$ cat src/rtl/burst_bridge_pkg.sv
package burst_bridge_pkg;
  typedef enum logic [1:0] {
    ST_IDLE   = 2'd0,
    ST_WDRAIN = 2'd1,
    ST_RFILL  = 2'd2
  } bridge_state_t;
endpackage

$ cat src/rtl/burst_wbuf.sv
module burst_wbuf #(
  parameter int ADDR_W = 16,
  parameter int DATA_W = 16,
  parameter int BURST  = 4,
  localparam int OFF_W  = $clog2(BURST),
  localparam int LINE_W = ADDR_W - OFF_W,
  localparam int BE_W   = DATA_W / 8
) (
  input  logic                      clk,
  input  logic                      rst,
  input  logic                      load,
  input  logic                      merge,
  input  logic                      clear,
  input  logic [LINE_W-1:0]         line_in,
  input  logic [OFF_W-1:0]          sel,
  input  logic [DATA_W-1:0]         wdata,
  input  logic [BE_W-1:0]           be,
  output logic                      pend,
  output logic [LINE_W-1:0]         line,
  output logic [BURST*DATA_W-1:0]   data_flat,
  output logic [BURST*BE_W-1:0]     be_flat
);
  always_ff @(posedge clk) begin
    if (rst) begin
      pend <= 1'b0;
      line <= '0;
    end else if (load) begin
      pend <= 1'b1;
      line <= line_in;
    end else if (clear) begin
      pend <= 1'b0;
    end
  end

  for (genvar w = 0; w < BURST; w++) begin : g_word
    wire hit_w = (sel == OFF_W'(w));
    always_ff @(posedge clk) begin
      if (rst) be_flat[w*BE_W +: BE_W] <= '0;
      else if (load) be_flat[w*BE_W +: BE_W] <= hit_w ? be : '0;
      else if (merge && hit_w) be_flat[w*BE_W +: BE_W] <= be_flat[w*BE_W +: BE_W] | be;
    end
    for (genvar b = 0; b < BE_W; b++) begin : g_byte
      always_ff @(posedge clk) begin
        if ((load || merge) && hit_w && be[b])
          data_flat[w*DATA_W + b*8 +: 8] <= wdata[b*8 +: 8];
      end
    end
  end

  // buffer cannot merge and load on the same cycle
  p_load_merge_excl_r3: assert property (@(posedge clk) disable iff (rst) !(load && merge));
endmodule

$ cat src/rtl/burst_rline.sv
module burst_rline #(
  parameter int ADDR_W = 16,
  parameter int DATA_W = 16,
  parameter int BURST  = 4,
  localparam int OFF_W  = $clog2(BURST),
  localparam int LINE_W = ADDR_W - OFF_W,
  localparam int BE_W   = DATA_W / 8
) (
  input  logic                      clk,
  input  logic                      rst,
  input  logic                      fill,
  input  logic [LINE_W-1:0]         fill_line,
  input  logic [BURST*DATA_W-1:0]   fill_data,
  input  logic                      upd,
  input  logic [OFF_W-1:0]          sel,
  input  logic [DATA_W-1:0]         wdata,
  input  logic [BE_W-1:0]           be,
  output logic                      valid,
  output logic [LINE_W-1:0]         line,
  output logic [DATA_W-1:0]         rword
);
  logic [DATA_W-1:0] words [BURST];

  always_ff @(posedge clk) begin
    if (rst) begin
      valid <= 1'b0;
      line  <= '0;
    end else if (fill) begin
      valid <= 1'b1;
      line  <= fill_line;
    end
  end

  for (genvar w = 0; w < BURST; w++) begin : g_word
    for (genvar b = 0; b < BE_W; b++) begin : g_byte
      always_ff @(posedge clk) begin
        if (fill)
          words[w][b*8 +: 8] <= fill_data[w*DATA_W + b*8 +: 8];
        else if (upd && sel == OFF_W'(w) && be[b])
          words[w][b*8 +: 8] <= wdata[b*8 +: 8];
      end
    end
  end

  assign rword = words[sel];

  // a patch only targets a line that is already valid
  p_upd_needs_valid_r8: assert property (@(posedge clk) disable iff (rst) upd |-> valid);
endmodule

$ cat src/rtl/burst_cache_bridge.sv
module burst_cache_bridge
  import burst_bridge_pkg::*;
#(
  parameter int ADDR_W = 16,
  parameter int DATA_W = 16,
  localparam int BURST  = 4,
  localparam int OFF_W  = $clog2(BURST),
  localparam int LINE_W = ADDR_W - OFF_W,
  localparam int BE_W   = DATA_W / 8
) (
  input  logic                      clk,
  input  logic                      rst,
  input  logic                      cpu_req,
  input  logic                      cpu_we,
  input  logic [ADDR_W-1:0]         cpu_addr,
  input  logic [DATA_W-1:0]         cpu_wdata,
  input  logic [BE_W-1:0]           cpu_be,
  output logic                      cpu_ack,
  output logic [DATA_W-1:0]         cpu_rdata,
  output logic                      mem_req,
  output logic                      mem_we,
  output logic [LINE_W-1:0]         mem_addr,
  output logic [BURST*DATA_W-1:0]   mem_wdata,
  output logic [BURST*BE_W-1:0]     mem_be,
  input  logic                      mem_ack,
  input  logic [BURST*DATA_W-1:0]   mem_rdata
);
  bridge_state_t state;

  logic              wb_pend, rl_valid;
  logic [LINE_W-1:0] wb_line, rl_line;
  logic [DATA_W-1:0] rl_word;

  wire [LINE_W-1:0] cpu_line = cpu_addr[ADDR_W-1:OFF_W];
  wire [OFF_W-1:0]  cpu_off  = cpu_addr[OFF_W-1:0];

  wire take       = (state == ST_IDLE) && cpu_req && !cpu_ack;
  wire wr_same    = wb_pend && (wb_line == cpu_line);
  wire rd_hit     = rl_valid && (rl_line == cpu_line);
  wire wr_accept  = take && cpu_we && (!wb_pend || wr_same);
  wire rd_accept  = take && !cpu_we && rd_hit;
  wire need_drain = take && wb_pend && (cpu_we ? !wr_same : !rd_hit);
  wire need_fill  = take && !cpu_we && !rd_hit && !wb_pend;

  burst_wbuf #(.ADDR_W(ADDR_W), .DATA_W(DATA_W), .BURST(BURST)) u_wbuf (
    .clk(clk), .rst(rst),
    .load(wr_accept && !wb_pend),
    .merge(wr_accept && wb_pend),
    .clear((state == ST_WDRAIN) && mem_ack),
    .line_in(cpu_line), .sel(cpu_off), .wdata(cpu_wdata), .be(cpu_be),
    .pend(wb_pend), .line(wb_line), .data_flat(mem_wdata), .be_flat(mem_be)
  );

  burst_rline #(.ADDR_W(ADDR_W), .DATA_W(DATA_W), .BURST(BURST)) u_rline (
    .clk(clk), .rst(rst),
    .fill((state == ST_RFILL) && mem_ack),
    .fill_line(mem_addr), .fill_data(mem_rdata),
    .upd(wr_accept && rd_hit),
    .sel(cpu_off), .wdata(cpu_wdata), .be(cpu_be),
    .valid(rl_valid), .line(rl_line), .rword(rl_word)
  );

  always_ff @(posedge clk) begin
    if (rst) begin
      state     <= ST_IDLE;
      cpu_ack   <= 1'b0;
      cpu_rdata <= '0;
      mem_req   <= 1'b0;
      mem_we    <= 1'b0;
      mem_addr  <= '0;
    end else begin
      cpu_ack <= wr_accept || rd_accept;
      if (rd_accept) cpu_rdata <= rl_word;
      unique case (state)
        ST_IDLE: begin
          if (need_drain) begin
            mem_req  <= 1'b1;
            mem_we   <= 1'b1;
            mem_addr <= wb_line;
            state    <= ST_WDRAIN;
          end else if (need_fill) begin
            mem_req  <= 1'b1;
            mem_we   <= 1'b0;
            mem_addr <= cpu_line;
            state    <= ST_RFILL;
          end
        end
        ST_WDRAIN, ST_RFILL: begin
          if (mem_ack) begin
            mem_req <= 1'b0;
            state   <= ST_IDLE;
          end
        end
        default: state <= ST_IDLE;
      endcase
    end
  end

  // request and its attributes hold until memory acknowledges
  p_req_hold_r9: assert property (@(posedge clk) disable iff (rst)
    (mem_req && !mem_ack) |=> (mem_req && $stable(mem_addr) && $stable(mem_we)));
  // a write burst always comes from a pending buffer with some byte enabled
  p_wr_mask_r4: assert property (@(posedge clk) disable iff (rst)
    (mem_req && mem_we) |-> (wb_pend && mem_be != '0));
  // no read burst while a write is still pending
  p_rd_after_drain_r6: assert property (@(posedge clk) disable iff (rst)
    (mem_req && !mem_we) |-> !wb_pend);
  // acknowledge is a single-cycle pulse
  p_ack_pulse_r2: assert property (@(posedge clk) disable iff (rst)
    cpu_ack |=> !cpu_ack);
endmodule

$ cat config.mk
export PLATFORM = sky130hd
export DESIGN_NAME = burst_cache_bridge
export DESIGN_NICKNAME = d
export VERILOG_FILES = /design/src/rtl/burst_bridge_pkg.sv /design/src/rtl/burst_wbuf.sv /design/src/rtl/burst_rline.sv /design/src/rtl/burst_cache_bridge.sv
export SDC_FILE = /design/constraint.sdc
export NUM_CORES = 1
export LEC_CHECK = 0
export BUFFER_PORTS_ARGS = -buffer_cell sky130_fd_sc_hd__buf_2
export CELL_PAD_IN_SITES_DETAIL_PLACEMENT = 0
export CELL_PAD_IN_SITES_GLOBAL_PLACEMENT = 1
export CORE_MARGIN = 3
export CORE_UTILIZATION = 44
export CTS_BUF_LIST = sky130_fd_sc_hd__clkbuf_8
export CTS_CLUSTER_SIZE = 8
export DETAILED_ROUTE_END_ITERATION = 12
export GPL_TIMING_DRIVEN = 1
export PLACE_DENSITY_LB_ADDON = 0.2
export SETUP_SLACK_MARGIN = 0.5
export SYNTH_ARGS = -nofsm -noshare
export SYNTH_HDL_FRONTEND = slang
export SYNTH_SLANG_ARGS = --single-unit
$ cat constraint.sdc
create_clock -name clk -period 3.03 [get_ports clk]
set_input_delay 0.4545 -clock clk [delete_from_list [all_inputs] [get_ports clk]]
set_output_delay 0.4545 -clock clk [all_outputs]
set_load 0.05 [all_outputs]
* Yosys cells after proc, flatten, opt, wreduce, memory -nomap -nowiden
Memory sizes are Yosys's and may differ from the RTL's. A register that Yosys moved wholly into a read port is not among the register bits.
Cells that the tools add are included.
** Cells by class
- Add/sub/neg operators :: 0
- $mul :: 0
- Divide/modulo/power cells :: 0
- $lt $le $gt $ge :: 0
- Equal/unequal tests :: 9
- Shift-type cells :: 0
- Muxes and demuxes :: 61
- Bitwise operators :: 12
- Reduce and logical (&&, ||, !) cells :: 66
** Operators with widths (number)
- 2-to-1 mux 8 bit :: 8
- logical AND 1 bit :: 45
- 2-to-1 mux 1 bit :: 34
- 2-to-1 mux 2 bit :: 15
- equality test 14 bit :: 2
- 2-to-1 mux 14 bit :: 2
- nonzero test 2 bit :: 7
- OR 1 bit :: 8
- OR 2 bit :: 4
- equality test 2 bit (second input constant) :: 3
- zero test 1 bit :: 5
- equality test 2 x 1 -> 1 bit (second input constant) :: 2
- zero test 2 bit :: 2
- case mux 2 bit (2 select lines) :: 1
- AND reduction 2 bit :: 2
- logical OR 1 bit :: 3
- inequality test 3 bit (second input constant) :: 1
- AND reduction 3 bit :: 1
- inequality test 2 bit (second input constant) :: 1
- case mux 1 bit (2 select lines) :: 1
- OR reduction 2 bit :: 1
** Storage, ports and cells
- Bits in registers :: 121
- Latch bits :: 0
- RAM bits :: 64
- ROM bits :: 0
- Input bits :: 103
- Output and inout port bits :: 105
- Logic and storage cells :: 170
- Memories kept :: 1
** Memory list
- u_rline.words :: depth 4, width 16, rd ports 1, clocked after memory_dff 1, write ports 4, RTL line burst_rline.sv:22 : logic [DATA_W-1:0] words [BURST];

* Logic depth before layout (Yosys ltp)
- Word-level depth :: 12
- Depth in mapped cells :: 8
- Gate-level depth less buffers :: 7

* Cells and area by module
A second synthesis with hierarchy kept.
** Unflattened totals
- Cell total of the unflattened synthesis :: 625
- Area, all modules :: 8678.3 µm²
** By module, submodules not included
- burst_rline :: instances 1, cells each 225, area an instance 3759.9 µm², sequential area each 2222.1 µm²
- burst_wbuf :: instances 1, cells each 156, area an instance 2837.7 µm², sequential area each 2382.3 µm²
- burst_cache_bridge :: instances 1, cells each 244, area an instance 2080.7 µm², sequential area each 700.7 µm²

* Worst setup path after synthesis
OpenSTA, ideal clock, no wires.
- Path kind :: input to register
- Start point :: input cpu_addr[15]
- End point :: memory u_rline.words[0][0] (enable)
- Library setup time :: 0.384 ns
- Data arrival time :: 2.321 ns
- Data required time :: 2.646 ns
- Slack :: 0.325 ns
- Cell stages on the path :: 5
- Path buffers :: 0
- Path through :: xnor2_1 nand3_1 or4_1 a211o_1 o21ai_0
** RTL lines
- from (decl) :: RTL line burst_cache_bridge.sv:15 : input logic [ADDR_W-1:0] cpu_addr,
- to (decl) :: RTL line burst_rline.sv:22

==> results.sh <==
export IMPL_status="completed"
export IMPL_tightestPinTransition_ps=741
export IMPL_die_area_sq_um=20600
export IMPL_drc_errors=0
export IMPL_place_congestion=0.815
export IMPL_coreArea_sq_um=18300
export IMPL_clk_pin_slew_worst_paths_ps=60
export IMPL_slew_violations=0
export IMPL_critPathMaxFanout=8
export IMPL_place_area_sq_um=9990
export IMPL_fin_hold_ws_ps=219
export IMPL_synth_cell_types=39
export IMPL_crit_type="flip-flop to flip-flop"
export IMPL_synth_top_cell_area_share_pct=46.1
export IMPL_synth_area_sq_um=8340
export IMPL_synth_seq_cells=201
export IMPL_initial_utilization_pct=45.6
export IMPL_die_width_um=144
export IMPL_grt_pass1_vias=6112
export IMPL_vdd_ir_drop_max_mv=0.348
export IMPL_swShare_pct=25.5
export IMPL_fillers=1574
export IMPL_ys_seq_area_share_pct=63.6
export IMPL_routed_wl_um=22700
export IMPL_fin_skew_ps=20.4
export IMPL_grt_usage_pct=21.5
export IMPL_synthTopCellsByArea="edfxtp_1 (46%), dfxtp_1 (18%), mux2_2 (8.6%)"
export IMPL_r2r_start="u_rline.line[6]"
export IMPL_grt_pass1_wl_um=33700
export IMPL_cts_tree="done"
export IMPL_hp_class="primary input to flip-flop"
export IMPL_drt_iter0_drc=274
export IMPL_finalSetupTns_ps=0
export IMPL_clk_latency_ps=520
export IMPL_postCtsSetupBuffers=0
export IMPL_syn_nets=723
export IMPL_portBuffers=207
export IMPL_ys_warn_count=0
export IMPL_cts_made_buffers=36
export IMPL_slew_headroom_pct=50.6
export IMPL_rows=49
export IMPL_setup_viol=0
export IMPL_drt_first_pass_iters=6
export IMPL_p_switching_w=0.00156
export IMPL_fmax_mhz=407
export IMPL_place_detailed_hpwl_um=15800
export IMPL_rsz0062_at_grt="yes"
export IMPL_regArea_sq_um=5310
export IMPL_fin_crit_sh_pct=81.0
export IMPL_required_ps=3290
export IMPL_hold_violations=0
export IMPL_grt_overflow=0
export IMPL_drv_cap=0
export IMPL_nets=972
export IMPL_cp_arrival_ps=2710
export IMPL_clkSinkCount=201
export IMPL_vias=6026
export IMPL_die_height_um=144
export IMPL_vias_per_cell=5.36
export IMPL_detail_route_wl_per_cell_um=20.2
export IMPL_grt_antenna_before_repair=1
export IMPL_clkPwrFrac_pct=38.9
export IMPL_htreeDepth=2
export IMPL_power_density_nw_per_um2=569
export IMPL_drive_gt1_share_pct=46.3
export IMPL_area_growth_pct=28.7
export IMPL_hp_start="cpu_wdata[11]"
export IMPL_io_pin_count=208
export IMPL_period_needed_ps=2450
export IMPL_final_area_sq_um=10700
export IMPL_p_int_w=0.00455
export IMPL_ant_nets=0
export IMPL_yosys_area_top_type="edfxtp_1"
export IMPL_cp_end_kind="flip-flop"
export IMPL_clockRootBuffer="clkbuf_8"
export IMPL_grt_max_degree=44
export IMPL_crit_path_start="u_rline.line[6]"
export IMPL_crit_path_start_kind="flip-flop"
export IMPL_p_comb_share_pct=11.1
export IMPL_synth_cells=617
export IMPL_pwr_share_seq_pct=50.0
export IMPL_multi_input_area_sq_um=3040
export IMPL_cts_path_max_buffers=3
export IMPL_p_leak_nw=4.34
export IMPL_synth_avg_cell_area_sq_um=13.5
-- layer usage --
layer | GRT usage [%] | part of all wire (%) | vias to the layer above
met2 | 36.8 | 51 | 193
met3 | 4.96 | 6.0 | 43
met1 | 27.3 | 41 | 2983
li1 | - | - | 2807
met4 | 6.39 | 2.2 | 0
met5 | 0 | 0 | -
-- cell usage after synthesis (all sizes together) --
master   number
nor3          1
buf           3
nand3        13
xor2         14
or2           4
ha            3
and3          2
a2bb2oi       1
a211o         1
mux2i        17
o211a         1
a21oi        48
or4           1
nor2         41
a211oi        1
o21ai         9
and3b         2
nand4         7
clkbuf       27
edfxtp      128
dfxtp        73
nand2        66
nor4          4
or3b          2
inv          18
o221a        15
nand2b        2
xnor2        14
a22oi         8
nor3b         2
nand3b        3
mux2         64
o211ai        2
o2111ai       2
and2          1
nand4b        1
mux4         16
-- power by group through the flow --
stage	Clock, W	Sequential (W)	Combinational, W
floorplan	0	0.00322	0.000292
global placement	0	0.00311	0.000662
detailed placement	0	0.00311	0.000669
CTS	0.00244	0.00306	0.000675
global route	0.00256	0.00306	0.000725
finish	0.00238	0.00306	0.000676
-- layout make-up --
type / instances / share of cell area, %
flip-flops and latches: 201 / 49.5
multi-input cells: 368 / 28.3
repair buffers: 241 / 12.5
clock buffers: 43 / 5.51
well taps: 229 / 2.67
clock inverters: 23 / 0.886
inverters: 18 / 0.630
diodes: 1 / 0.0233
-- worst max-delay path, cell delays in order (launching register included) --
cell	delay, ps
dfxtp_1	320
xnor2_1	240
nand4_1	140
or4_4	550
a211oi_4	220
buf_12	190
nand3_4	190
mux2_2	330
-- final timing paths --
check | end | slack, ps | cells after the start
min | u_wbuf.data_flat[11] | 220 | 1
max reg2reg | u_rline.words[1][13] | 580 | 7
max | u_rline.words[1][13] | 580 | 7
min reg2reg | u_rline.line[12] | 460 | 2
-- what timing repair did --
item                                    in CTS  in global routing
resized for setup                            3                 10
endpoints found under the hold margin        0                  0
pin swaps                                    0                  4
hold buffers                                 0                  0
gates cloned                                 0                  0
endpoints found under the setup margin     161                192
-- flip-flops by register name (all words and copies together), names as in the netlist --
register          count
u_rline.words        64
u_wbuf.data_flat     64
cpu_rdata            16
mem_addr             14
u_rline.line         14
u_wbuf.line          14
u_wbuf.be_flat        8
state                 2
cpu_ack               1
mem_req               1
mem_we                1
u_rline.valid         1
u_wbuf.pend           1
-- cells in the final DEF, fill, tap and decap left out, drive strengths merged, types with 2 or more instances in the layout --
cell / netlist / routed
nand3b: 3 / 3
or3b: 2 / 2
nand4: 7 / 7
a22oi: 8 / 8
nand2b: 2 / 2
o21ai: 9 / 9
mux4: 16 / 16
o2111ai: 2 / 2
a21oi: 48 / 48
nor3b: 2 / 2
and3: 2 / 2
ha: 3 / 3
nor2: 41 / 41
nor4: 4 / 4
nand3: 13 / 13
clkbuf: 27 / 43
o221a: 15 / 15
xor2: 14 / 14
inv: 18 / 26
mux2i: 17 / 17
o211ai: 2 / 2
clkinv: 0 / 15
nand2: 66 / 66
mux2: 64 / 64
or2: 4 / 4
edfxtp: 128 / 128
and3b: 2 / 2
dfxtp: 73 / 73
xnor2: 14 / 14
buf: 3 / 241
-- metrics by stage --
stage | setup WS [ps] | std cells | utilization [%] | power [W]
3_5_place_dp | 63.7 | 1057 | 54.7 | 0.00378
2_1_floorplan | 398 | 617 | - | 0.00351
6_report | 575 | 1124 | 58.7 | 0.00611
5_1_grt | 489 | 1124 | 58.7 | 0.00635
4_1_cts | 459 | 1123 | 58.5 | 0.00617
3_3_place_gp | 86.9 | 1057 | 54.7 | 0.00377
-- kinds of logic after synthesis --
kind of cell	synth area share [%]
AO/OA/AOI/OAI	7.13
multiplexers	15.0
flip-flops	63.6
AND/OR/NAND/NOR	8.70
XOR/XNOR	2.94
adder cells (fa/ha/maj)	0.450
buffers and inverters	2.16
Note: power is estimated with default switching activity, not from simulation.
